### src/rtl/qspi_master.sv
module qspi_master #(
  parameter int QD  = 16,
  parameter int CSW = 4,
  parameter int BRW = 8,
  parameter int AW  = $clog2(QD)
) (
  input  logic           clk,
  input  logic           rst_n,
  input  logic           mstr_en,
  input  logic           cpol,
  input  logic           cpha,
  input  logic [BRW-1:0] baud,
  input  logic [AW-1:0]  qstart,
  input  logic [AW-1:0]  qend,
  input  logic           go,
  input  logic           wr_en,
  input  logic           wr_tx,
  input  logic [AW-1:0]  wr_addr,
  input  logic [15:0]    wr_data,
  input  logic [AW-1:0]  rd_addr,
  output logic [15:0]    rd_data,
  output logic           sck,
  output logic           mosi,
  output logic [CSW-1:0] pcs,
  input  logic           miso,
  input  logic           ss_n,
  output logic           busy,
  output logic           done,
  output logic           modf
);
  localparam int DW = 16;
  localparam int CW = CSW + 4;

  typedef enum logic [1:0] {S_IDLE, S_RUN, S_TAIL} st_t;

  function automatic logic [4:0] len_of(input logic [3:0] code);
    if (code == 4'd0)      return 5'd16;
    else if (code < 4'd8)  return 5'd8;
    else                   return {1'b0, code};
  endfunction

  st_t            st;
  logic [CW-1:0]  cmd_mem [QD];
  logic [DW-1:0]  tx_mem  [QD];
  logic [DW-1:0]  rx_mem  [QD];
  logic [AW-1:0]  ptr, qend_q;
  logic [BRW-1:0] cnt;
  logic [4:0]     ecnt, nbits;
  logic [3:0]     dptr;
  logic [DW-1:0]  txw, rxs;
  logic           sck_q, mosi_q, cpol_q, cpha_q, done_q, modf_q;
  logic [CSW-1:0] pcs_q;

  wire            fault     = mstr_en & ~ss_n;
  wire [BRW-1:0]  baud_eff  = (baud < BRW'(2)) ? BRW'(2) : baud;
  wire            tick      = (cnt == '0);
  wire            start_ok  = (st == S_IDLE) & go & mstr_en & ss_n;
  wire [5:0]      span      = {nbits, 1'b0} - 6'd1;
  wire            last_edge = (ecnt == span[4:0]);
  wire            samp_edge = (ecnt[0] == cpha_q);
  wire            fin       = (st == S_TAIL) & tick;
  wire [AW-1:0]   ld_ptr    = (st == S_IDLE) ? qstart : ptr + AW'(1);
  wire [CW-1:0]   ld_cmd    = cmd_mem[ld_ptr];
  wire [4:0]      ld_len    = len_of(ld_cmd[CW-1 -: 4]);
  wire [DW-1:0]   ld_tx     = tx_mem[ld_ptr];
  wire            ld_pha    = (st == S_IDLE) ? cpha : cpha_q;
  wire            ld_pol    = (st == S_IDLE) ? cpol : cpol_q;
  wire            load      = start_ok | (fin & (ptr != qend_q));

  assign busy    = (st != S_IDLE);
  assign sck     = busy ? sck_q : cpol;
  assign mosi    = mosi_q;
  assign pcs     = pcs_q;
  assign done    = done_q;
  assign modf    = modf_q;
  assign rd_data = rx_mem[rd_addr];

  always_ff @(posedge clk)
    if (wr_en) begin
      if (wr_tx) tx_mem[wr_addr]  <= wr_data;
      else       cmd_mem[wr_addr] <= wr_data[CW-1:0];
    end

  always_ff @(posedge clk)
    if (fin && !fault) rx_mem[ptr] <= rxs;

  always_ff @(posedge clk or negedge rst_n)
    if (!rst_n) begin
      st     <= S_IDLE;
      ptr    <= '0;
      qend_q <= '0;
      cnt    <= '0;
      ecnt   <= '0;
      nbits  <= 5'd8;
      dptr   <= '0;
      txw    <= '0;
      rxs    <= '0;
      sck_q  <= 1'b0;
      mosi_q <= 1'b0;
      cpol_q <= 1'b0;
      cpha_q <= 1'b0;
      pcs_q  <= '1;
    end else if (fault) begin
      st    <= S_IDLE;
      pcs_q <= '1;
    end else if (load) begin
      st     <= S_RUN;
      ptr    <= ld_ptr;
      if (st == S_IDLE) begin
        qend_q <= qend;
        cpol_q <= cpol;
        cpha_q <= cpha;
      end
      pcs_q  <= ld_cmd[CSW-1:0];
      nbits  <= ld_len;
      txw    <= ld_tx;
      rxs    <= '0;
      ecnt   <= '0;
      cnt    <= baud_eff - BRW'(1);
      sck_q  <= ld_pol;
      if (!ld_pha) begin
        mosi_q <= ld_tx[4'(ld_len - 5'd1)];
        dptr   <= 4'(ld_len - 5'd2);
      end else begin
        dptr   <= 4'(ld_len - 5'd1);
      end
    end else begin
      case (st)
        S_RUN:
          if (tick) begin
            cnt   <= baud_eff - BRW'(1);
            sck_q <= ~sck_q;
            if (samp_edge) rxs <= {rxs[DW-2:0], miso};
            else if (!last_edge) begin
              mosi_q <= txw[dptr];
              dptr   <= dptr - 4'd1;
            end
            if (last_edge) st <= S_TAIL;
            else           ecnt <= ecnt + 5'd1;
          end else cnt <= cnt - BRW'(1);
        S_TAIL:
          if (tick) begin
            st    <= S_IDLE;
            pcs_q <= '1;
          end else cnt <= cnt - BRW'(1);
        default: ;
      endcase
    end

  always_ff @(posedge clk or negedge rst_n)
    if (!rst_n)                                 done_q <= 1'b0;
    else if (start_ok)                          done_q <= 1'b0;
    else if (fin && ptr == qend_q && !fault)    done_q <= 1'b1;

  always_ff @(posedge clk or negedge rst_n)
    if (!rst_n)        modf_q <= 1'b0;
    else if (fault)    modf_q <= 1'b1;
    else if (start_ok) modf_q <= 1'b0;

  p_abort_r9: assert property (@(posedge clk) disable iff (!rst_n)
    fault |=> (!busy && pcs == '1 && modf));

  p_cs_idle_r6: assert property (@(posedge clk) disable iff (!rst_n)
    !busy |-> pcs == '1);

  p_done_idle_r8: assert property (@(posedge clk) disable iff (!rst_n)
    done |-> !busy);

  p_mosi_hold_r2: assert property (@(posedge clk) disable iff (!rst_n)
    (st == S_RUN && tick && samp_edge && !fault) |=> $stable(mosi));

  p_go_ignored_r10: assert property (@(posedge clk) disable iff (!rst_n)
    (!busy && go && !(mstr_en && ss_n)) |=> !busy);
endmodule

### config.mk
export PLATFORM = sky130hd
export DESIGN_NAME = qspi_master
export DESIGN_NICKNAME = d
export VERILOG_FILES = /design/src/rtl/qspi_master.sv
export SDC_FILE = /design/constraint.sdc
export NUM_CORES = 1
export LEC_CHECK = 0
export ABC_AREA = 1
export BUFFER_PORTS_ARGS = -buffer_cell sky130_fd_sc_hd__buf_2
export CORE_MARGIN = 1
export CORE_UTILIZATION = 34
export CTS_CLUSTER_DIAMETER = 50
export CTS_CLUSTER_SIZE = 24
export DETAILED_ROUTE_END_ITERATION = 7
export GPL_ROUTABILITY_DRIVEN = 0
export SKIP_CTS_REPAIR_TIMING = 1
export SYNTH_ARGS = -nofsm -noshare
export SYNTH_HDL_FRONTEND = slang
export SYNTH_SLANG_ARGS = --single-unit
export TNS_END_PERCENT = 100
### constraint.sdc
create_clock -name clk -period 3.5 [get_ports clk]
set_input_delay 0.35 -clock clk [delete_from_list [all_inputs] [get_ports clk]]
set_output_delay 0.35 -clock clk [all_outputs]
set_load 0.02 [all_outputs]
# Word level (Yosys, flattened, before mapping)
# Memory sizes are Yosys's and may differ from the RTL's.
# Index checks and enable logic that the tools add are counted.
# classes
add_sub_neg	8
mux	60
n_lt_le_gt_ge	4
n_bitwise	10
reduce_logical	27
n_eq_ne	13
# op_table
cell	n
16-bit 2-to-1 mux	4
4-bit 2-to-1 mux	13
8-bit 2-to-1 mux	4
1-bit 2-to-1 mux	26
5-bit 2-to-1 mux	4
8-bit case mux with 2 select lines	1
8-bit by 1-bit subtractor with 8-bit output, second input constant	2
4-bit != test, second input constant	3
4-bit AND reduction	3
2-bit nonzero test	6
4-bit by 5-bit less-than comparator with 1-bit output, second input constant	2
2-bit 2-to-1 mux	5
3-bit AND reduction	3
3-bit nonzero test	3
1-bit binary-select mux with 4-bit select	2
8-bit zero test	1
8-bit by 2-bit less-than comparator with 1-bit output, second input constant	1
4-bit by 1-bit subtractor with 4-bit output, second input constant	2
1-bit bitwise AND	6
6-bit AND reduction	1
5-bit by 1-bit adder with 5-bit output, second input constant	1
5-bit equality test	1
5-bit AND reduction	1
5-bit by 1-bit subtractor with 5-bit output, second input constant	1
other kinds (20)	26
# word_totals
regBits	73
ramBits	640
elab_cells	141
output_inout_bits	25
n_memories	3
# memory_table
name	depth	width	rd	rd_ports_with_merged_regs	wr	line	source
rx_mem	16	16	1	0	1	45	logic [DW-1:0] rx_mem [QD];
tx_mem	16	16	1	0	1	44	logic [DW-1:0] tx_mem [QD];
cmd_mem	16	8	1	0	1	43	logic [CW-1:0] cmd_mem [QD];

# Depth between registers and ports, before layout
# Gate-level depths: netlist (run 1).
# An unclocked memory read counts as a cell.
# logic_depth
ltp_word	11
mapped_depth	26
depth_no_buf	24

# Worst setup path after synthesis (run 1)
# No wires, ideal clock.
# synth_path
path_kind	register to register
start	register st[0]
end	register mosi_q (netlist: mosi)
t_arrival_ns	2.781
path_stages_with_launch	23
synth_period_minus_slack_ns	2.897
t_required_ns	3.384
setup_slack_ns	0.603
setup_ns	0.116
n_path_buf	2
path_cell_list	dfrtp_1 > inv_1 > ha_1 > inv_2 > nand2_1 > nand2_1 > buf_2 > buf_2 > nor2_1 > o211ai_1 > nand3_1 > nand2_1 > inv_2 > nor2_1 > inv_1 > ha_1 > inv_1 > nand3_1 > nand3_1 > nand3_1 > nand3_1 > nand2_1 > nand2_1
# synth_via
elab_chain_len	11
word_cells_on_any_way	28
classes_between	add/sub: 1; order compare: 1; eq/ne: 5; mux: 8; bitwise: 6; reduce/logical: 5; memory: 2
# synth_lines
element	line	source
from (decl)	42	st_t st;
from (signal assigned)	89	st <= S_IDLE;
from (signal assigned)	104	st <= S_IDLE;
from (signal assigned)	107	st <= S_RUN;
2-bit zero test	57, 62, 66	
4-bit 2-to-1 mux	62	wire [AW-1:0] ld_ptr = (st == S_IDLE) ? qstart : ptr + AW'(1);
memory 16 x 8 bit	--	
4-bit less-than comparator	38	else if (code < 4'd8) return 5'd8;
4-bit 2-to-1 mux	38	
4-bit 2-to-1 mux	37	if (code == 4'd0) return 5'd16;
4-bit by 1-bit subtractor with 4-bit output	122	mosi_q <= ld_tx[4'(ld_len - 5'd1)];
1-bit binary-select mux with 4-bit select	122	
1-bit 2-to-1 mux (implied by the code)	122	
1-bit 2-to-1 mux	121	if (!ld_pha) begin
1-bit 2-to-1 mux	106	end else if (load) begin
to (signal assigned)	122	
to (signal assigned)	135	mosi_q <= txw[dptr];
to (decl)	51	logic sck_q, mosi_q, cpol_q, cpha_q, done_q, modf_q;
# Several ways; a longest one is shown, not always the timed one. The select of a mux whose other input is x is not followed.
# A chain may end at the register's enable or synchronous reset.

# Final worst setup path (run 1)
# layout_path
start	register st[1]
end	register mosi_q (netlist: mosi)
# Same word-level chain as after synthesis.

==> summary by stage, run 1 <==
Power
The total net switching power is 11.1 mW. The combinational cell fraction of total power is roughly a third. IR analysis of the VDD net gives a maximum drop of 0.742 mV. The leakage component of the power is ~13 nW. Cell internal power was estimated by the tool at 18.1 mW. Dividing total power by cell area gives a power density of between 800 and 900 nW/um^2. The clock network is responsible for 29.8% of the overall power. The switching share of power is around two fifths. The part of the power in registers is around 37%.

Clocking
The clock-pin slew reported for the worst setup and hold paths after clock tree synthesis is 70 ps. The maximum number of buffers from clock root to sink is 3. The root buffer cell is sky130_fd_sc_hd__clkbuf_16.

The clock latency at the later pin of the worst-skew pair is 640 ps. The number of clock buffers added by TritonCTS is 82. The number of sinks handled by clock tree synthesis is 713. TritonCTS built the clock tree. The depth of the CTS H-tree is 3.

Floorplan
The row count is between 100 and 150. 75 I/O pins were placed. The overall die area is 89800 sq um. The floorplan die width is approximately 300 um. For this configuration, the core starts out at a cell density of 34.5%.

In this run the standard cell core region covers 87300 sq um. The y dimension of the die is between 200 and 300 um.

Synthesis
Of the total synthesized cell area, the portion taken by full adders, half adders and majority gates is 0.664%. The average instance in the mapped netlist occupies 11.8 sq um. Yosys attributes the largest share of cell area to sky130_fd_sc_hd__edfxtp_1 64%, sky130_fd_sc_hd__dfrtp_1 5.6%, sky130_fd_sc_hd__nand2_1 5.5%. Synthesis produced a netlist with a net count of between 2000 and 3000.

The main flop type after synthesis is sky130_fd_sc_hd__edfxtp_1. The fraction of registers with async set/reset is slightly above 10%. Yosys mapped the design onto 47 distinct sky130hd cell types. Counting flops with a built-in enable in the synthesized netlist gives 640. The compound-gate portion of the synthesized area is a little under a tenth.

Summed over its instances, the top area cell type makes up 63.8% of the synthesized netlist area. The synthesized netlist devotes 0.552% of its cell area to XOR and XNOR gates. The largest total area in the synthesized netlist belongs to sky130_fd_sc_hd__edfxtp_1.

Sequential elements use between 60% and 70% of the synthesized area. The post-synthesis register bit count is 713. The Yosys step of the flow raised 0 warnings. The post-synthesis simple-gate area fraction is between 10% and 20%. In the synthesized netlist, mux cells make up 2.31% of the area. The combined area of all synthesized cells is 30100 sq um. The number of instances in the synthesized netlist is 2545.

The main combinational cell family by area after synthesis is simple AND/OR/NAND/NOR gates.

Place
Input and output buffers added on the ports amount to 74. Including well taps, the total number of placed cells is 3720. The HPWL after detailed placement is about 42000 um.

STA
The slew at the pin closest to its max-slew limit is 1080 ps. The number of pins with negative max-slew slack in the final report is 0. The hold violation count in the final report is 0. The normalized max-slew margin is between 20 and 30%. Setup repair after global routing could not meet its margin everywhere. The final critical-path required period is 3210 ps.

Across the routed clock network, the largest skew measured is 43.1 ps. The count of final setup violators is 0. Derived from the worst setup path, the maximum achievable clock frequency is 312 MHz. The portion of the clock cycle consumed by the worst path in the final layout is 91.7%.

Min path
In this run the most critical hold path is launched from mstr_en. The class of the worst hold path is in -> reg.

Route
After detailed routing, the average wire length per cell comes to 18.2 um. After the first detailed-routing iteration, the DRC count stood at about 1600. Dividing the detail-routed via count by the number of cells gives a little under 5. The DRC violation count after routing is 0. The routed layout has 19035 vias. The total routed wirelength is 70700 um. The iteration count of the initial detailed-routing pass is 5. The antenna violation net count after detailed routing is 0.

Layout
The number of nets in the layout is 2722. In the final layout, the share of cells above drive strength 1 is 13.3%. The final core area utilization is about 40%. The final antenna diode count is 0.

The count of non-filler cells in the finished layout is 3881. The synthesis-to-finish area growth is 16.1%.

Global route
The residual overflow from global routing is 0. The initial antenna violation count came to 3. In the global route stage, overall resource usage came out at 15.7%.

Entering global routing, the biggest net connects 97 pins. The first global-routing pass estimated between 100000 and 150000 um of wire. The number of global-route vias before repair is 18454.

Critical path
The launching element of the worst setup path is st[1]. The most common cell type on the critical path is sky130_fd_sc_hd__nand3_1. Data arrives at the worst endpoint at 3770 ps. The worst path buffer plus inverter count is 3. The critical path goes through inv_1 > ha_1 > inv_2 > o21ai_4 > buf_6 > nand2_1 > o211ai_1 > nand3_1 > nand3_1 > nand3_1 > nand3_1 > nand3_1 > nand3_1 > nand2_1 > nand2_1.

The worst setup slack for register-to-register paths is around 290 ps. The type of the setup path with the least slack is reg -> reg. The startpoint class of the critical path is a register. The slowest stage cell on the critical path is sky130_fd_sc_hd__buf_6.

In this design, the stage delay of the slowest critical-path cell is 580 ps. The worst setup path is captured at a register. The top fanout value on the critical path is 76.

The startpoint identified for the worst register-to-register timing path is st[1]. The kind of cell with the highest combined delay on the critical path is simple AND/OR/NAND/NOR gates. The worst path required time is 4060 ps.

Run status
The run finished with clean final reports.

Job
Max-cap violations in this run came to 0.
cell type report:
class                      count  area, sq um
fill                        8207        52300
sequential                   713        21100
multi-input combinational   1445         7550
clock buffer                  90         2140
tap                         1155         1450
timing repair buffer         162         1140
inverter                     252          946
clock inverter                64          708
cell families (layout without fill, tap and decap cells):
group                    after synthesis  in the layout
AO/OA/AOI/OAI                        486            486
buffers and inverters                387            568
flip-flops                           713            713
AND/OR/NAND/NOR                      855            855
adder cells (fa/ha/maj)               16             16
multiplexers                          69             69
XOR/XNOR                              19             19
final timing paths:
path                       depth (start not counted)      end
hold reg to reg                                    2   txw[4]
hold / removal                                     3     modf
setup / recovery                                  15     mosi
setup reg to reg                                  15     mosi
min in group asynchronous                          2    st[1]
max in group asynchronous                          3  txw[13]
placed cells by master, fill, tap and decap left out, drive strengths merged, types with 7 or more instances in the layout:
cell	n
edfxtp	640
nand3	189
o211ai	123
o221ai	13
clkinvlp	7
ha	16
o21ai	234
buf	155
xnor2	11
xor2	8
mux2i	64
clkbuf	90
dlygate4sd3	7
nand2	445
a21oi	83
nor2	206
clkinv	28
dfrtp	68
o22ai	22
inv	279
worst min-delay path, stage by stage:
cell                      delay, ps
sky130_fd_sc_hd__buf_2          100
sky130_fd_sc_hd__inv_1           60
sky130_fd_sc_hd__o21ai_0         80
per-layer routing:
layer	wire length [um]	GRT usage, %
met1	32000	21.3
met2	33800	26.1
met3	3400	2.51
met4	1580	4.52
met5	0	0
cell usage after synthesis (2+ instances only):
| master | number |
|---|---|
| sky130_fd_sc_hd__nand2_4 | 2 |
| sky130_fd_sc_hd__clkinv_1 | 3 |
| sky130_fd_sc_hd__buf_2 | 44 |
| sky130_fd_sc_hd__a31oi_1 | 4 |
| sky130_fd_sc_hd__nand2_2 | 4 |
| sky130_fd_sc_hd__ha_1 | 16 |
| sky130_fd_sc_hd__o21ai_1 | 7 |
| sky130_fd_sc_hd__nand3_1 | 189 |
| sky130_fd_sc_hd__a21oi_1 | 81 |
| sky130_fd_sc_hd__xor2_1 | 8 |
| sky130_fd_sc_hd__nor4_1 | 2 |
| sky130_fd_sc_hd__buf_6 | 10 |
| sky130_fd_sc_hd__nand4_1 | 5 |
| sky130_fd_sc_hd__nor3_1 | 5 |
| sky130_fd_sc_hd__dfstp_2 | 5 |
| sky130_fd_sc_hd__clkbuf_1 | 49 |
| sky130_fd_sc_hd__o21ai_0 | 226 |
| sky130_fd_sc_hd__edfxtp_1 | 640 |
| sky130_fd_sc_hd__mux2i_1 | 64 |
| sky130_fd_sc_hd__nor2_1 | 201 |
| sky130_fd_sc_hd__inv_2 | 9 |
| sky130_fd_sc_hd__inv_1 | 240 |
| sky130_fd_sc_hd__buf_4 | 11 |
| sky130_fd_sc_hd__xnor2_1 | 11 |
| sky130_fd_sc_hd__o22ai_1 | 22 |
| sky130_fd_sc_hd__nand2_1 | 439 |
| sky130_fd_sc_hd__dfrtp_1 | 68 |
| sky130_fd_sc_hd__mux2_2 | 5 |
| sky130_fd_sc_hd__nor2_2 | 4 |
| sky130_fd_sc_hd__buf_1 | 21 |
| sky130_fd_sc_hd__o211ai_1 | 122 |
| sky130_fd_sc_hd__o221ai_1 | 13 |
flip-flops by register name, summed over array words and instances, names as in the netlist, 2 cells and up:
| register | cells |
|---|---|
| ecnt | 5 |
| qend_q | 4 |
| dptr | 4 |
| nbits | 4 |
| ptr | 4 |
| txw | 16 |
| rxs | 16 |
| st | 2 |
| tx_mem | 256 |
| pcs | 4 |
| rx_mem | 256 |
| cnt | 8 |
| cmd_mem | 128 |
power groups by stage:
stage          registers (mW)  logic, mW  clock network, mW
4_1_cts                  10.7       9.83               8.91
6_report                 10.7       9.82               8.73
3_5_place_dp             10.9       9.78                  0
5_1_grt                  10.8       11.0               9.23
3_3_place_gp             10.9       9.68                  0
2_1_floorplan            10.7       6.91                  0
metrics by stage:
stage / hold slack, ps / TNS [ps] / total power [mW] / area [sq um] / setup slack, ps
after floorplan: 54.4 / 0 / 17.6 / 30100 / 603
after global placement: 444 / 0 / 20.5 / 32100 / 177
after detailed placement: 447 / 0 / 20.7 / 32100 / 146
after CTS: -229 / 0 / 29.5 / 34900 / 107
after global routing: 20.7 / -7.39 / 31.0 / 35000 / -7.39
final: 16.8 / 0 / 29.3 / 35000 / 291
Power figures use the tool's default switching activity.
==> run 2, diff against run 1 <==
--- a/config.mk
+++ b/config.mk
@@ -13,6 +13,7 @@
 export CTS_CLUSTER_SIZE = 24
 export DETAILED_ROUTE_END_ITERATION = 7
 export GPL_ROUTABILITY_DRIVEN = 0
+export RECOVER_POWER = 100
 export SKIP_CTS_REPAIR_TIMING = 1
 export SYNTH_ARGS = -nofsm -noshare
 export SYNTH_HDL_FRONTEND = slang
==> run 2 against run 1 <==
The run now ends with max-capacitance violations, max-slew violations left. Clock power is essentially flat. Die area is the same. Global-route usage is the same. Sequential share of layout area grew 0.31 points. Via count is essentially flat. Sequential power is essentially flat. Final area shrank 0.51%. Clock skew shrank 1.7 ps. Register-to-register slack lost 20 ps. Cell count is the same. Critical endpoint unchanged. Utilization shrank 0.20 points. Fmax shrank 0.76%.
==> summary by stage, run 2 (synthesis results as in run 1) <==
STA
Timing would allow up to 309 MHz. The slew at the pin closest to its max-slew limit is roughly 1700 ps. The number of pins with negative max-slew slack in the final report is 132. Adding up every negative setup slack in the final design gives 0 ps. After layout, the worst path uses between 90% and 100% of the clock period.

The count of final setup violators is 0. In this run the tightest slew margin relative to its limit is -10.1%. The hold violation count in the final report is 0.

Setup repair after global routing could not meet its margin everywhere. In the post-route analysis, the smallest setup slack over all paths is 267 ps. Subtracting the final worst setup slack from the clock period gives 3230 ps. The worst clock skew on the final layout is between 40 and 50 ps.

Power
The power density of the placed cells is 840 nW/um^2. IR analysis of the VDD net gives a maximum drop of 0.741 mV. The design draws a little under 30 mW.

The leakage component of the power is 12.8 nW.

Critical path
In this run the critical register-to-register path is launched from st[1]. STA classifies the critical path startpoint as a register. The capturing element type of the critical path is a register.

For flop-to-flop paths, the worst setup slack is between 200 and 300 ps. Following the worst setup path forward leads to its endpoint at mosi. The launching element of the worst setup path is st[1]. The type of the setup path with the least slack is reg -> reg. The critical path data arrival time is around 3800 ps.

For the worst flop-to-flop path, the logic depth is 15. The worst register-to-register path ends at mosi. The worst path required time is 4060 ps. The top fanout value on the critical path is 76.

Route
In the routed layout, each cell is associated on average with a via count of approximately 5. For this run, the detailed router's first-pass iteration total came to 5. The number of design-rule violations left by the first detailed-router iteration is 1550. The via count is between 15000 and 20000.

The antenna violation net count after detailed routing is 0. In the final routed layout, each cell accounts on average for 18.2 um. The DRC violation count after routing is 0.

After detailed routing, the total wire length is 70800 um.

Run status
The flow ran to the end, but the final reports show violations. The final reports fail on max-capacitance violations, max-slew violations.

Floorplan
In this run the vertical extent of the chip is ~300 um. In this run the horizontal extent of the chip is 300 um. The number of top-level pins is 75. The initial core utilization is 34.5%. The floorplan has approximately 110 rows. The overall die area is 89800 sq um. The core footprint is roughly 87000 sq um.

Min path
The path class of the tightest hold or removal check is in -> reg.

Layout
0 antenna diodes ended up in the layout. In the final layout, the registers with the most flip-flops are rx_mem: 256 flops, tx_mem: 256 flops, cmd_mem: 128 flops. In the layout the commonest cells are 640 x sky130_fd_sc_hd__edfxtp_1, 438 x sky130_fd_sc_hd__nand2_1, 240 x sky130_fd_sc_hd__inv_1, 225 x sky130_fd_sc_hd__o21ai_0, 189 x sky130_fd_sc_hd__nand3_1.

The layout has 8244 filler cells. The synthesis-to-finish area growth is 15.5%. The final core area utilization is between 30 and 40%. The fraction of final layout cells with drive strength greater than 1 is 11.3%. After the last flow step, the layout net total stands at 2722. Leaving out fill and tap cells, the most frequent cell in the layout is sky130_fd_sc_hd__edfxtp_1.

Global route
The number of global-route vias before repair is 18454. Entering global routing, the biggest net connects between 90 and 100 pins. Global routing finished with a remaining overflow of 0.

The initial antenna violation count came to 2. In the global route stage, overall resource usage came out at 15.7%. The global-route wire length before repair is 109000 um.

Clocking
Clock-pin slew was measured on the worst setup and hold paths at 70 ps. The maximum number of buffers from clock root to sink is 3. Buffers inserted during clock tree synthesis total between 80 and 90.

The later pin in the worst-skew pair is clocked with a latency of 640 ps. The depth of the CTS H-tree is 3. The tree is rooted in a sky130_fd_sc_hd__clkbuf_16.

The number of sinks handled by clock tree synthesis is 713. The CTS tree is built.

Place
Input and output buffers added on the ports amount to 74. Prior to clock tree synthesis, the placed netlist has a worst setup slack of 146 ps. Once detailed placement completed, the half-perimeter wirelength came to 41600 um.

Job
The max capacitance violation total is 4.
## run 2: final cells by class
| type | instances | area (sq um) | share of cell area (%) |
|---|---|---|---|
| multi-input cells | 1445 | 7550 | 21.7 |
| well taps | 1155 | 1450 | 4.15 |
| clock inverters | 64 | 708 | 2.03 |
| repair buffers | 162 | 968 | 2.78 |
| flip-flops and latches | 713 | 21100 | 60.5 |
| clock buffers | 90 | 2140 | 6.16 |
| inverters | 252 | 946 | 2.72 |
## run 2: routing by layer
layer	track usage (%)	wire, um
met1	21.3	32000
met5	0	0
met2	26.1	33700
met4	4.52	1630
met3	2.51	3480
## run 2: report_power, final
part / switching, mW / internal (mW)
registers: 0.587 / 10.1
logic: 6.65 / 3.14
clock network: 3.90 / 4.84
## run 2: worst min path at each step
stage	to	from	slack, ps	cells after the start
finish	modf	mstr_en	20	3
global route	modf	mstr_en	20	3
CTS	cnt[4]	rst_n	-230	1
detailed placement	modf	rst_n	450	1
global placement	modf	rst_n	440	1
floorplan	cnt[0]	rst_n	50	0
## run 2: per-stage QoR
stage,instances,instance area (sq um),hold slack [ps]
after floorplan,2545,30100,54.4
after global placement,3720,32100,444
after detailed placement,3720,32100,447
after CTS,3874,34900,-229
after global routing,3881,34800,20.7
final,3881,34800,16.2
## run 2: worst max-delay path, cell delays in order, from the launching register on
cell	delay, ps
sky130_fd_sc_hd__dfrtp_1	390
sky130_fd_sc_hd__inv_1	120
sky130_fd_sc_hd__ha_1	200
sky130_fd_sc_hd__inv_2	80
sky130_fd_sc_hd__o21ai_4	470
sky130_fd_sc_hd__buf_6	580
sky130_fd_sc_hd__o21ai_0	200
sky130_fd_sc_hd__o211ai_1	200
sky130_fd_sc_hd__nand3_1	230
sky130_fd_sc_hd__nand3_1	210
sky130_fd_sc_hd__nand3_1	100
sky130_fd_sc_hd__nand3_1	80
sky130_fd_sc_hd__nand3_1	70
sky130_fd_sc_hd__nand3_1	80
sky130_fd_sc_hd__nand2_1	50
sky130_fd_sc_hd__nand2_1	60
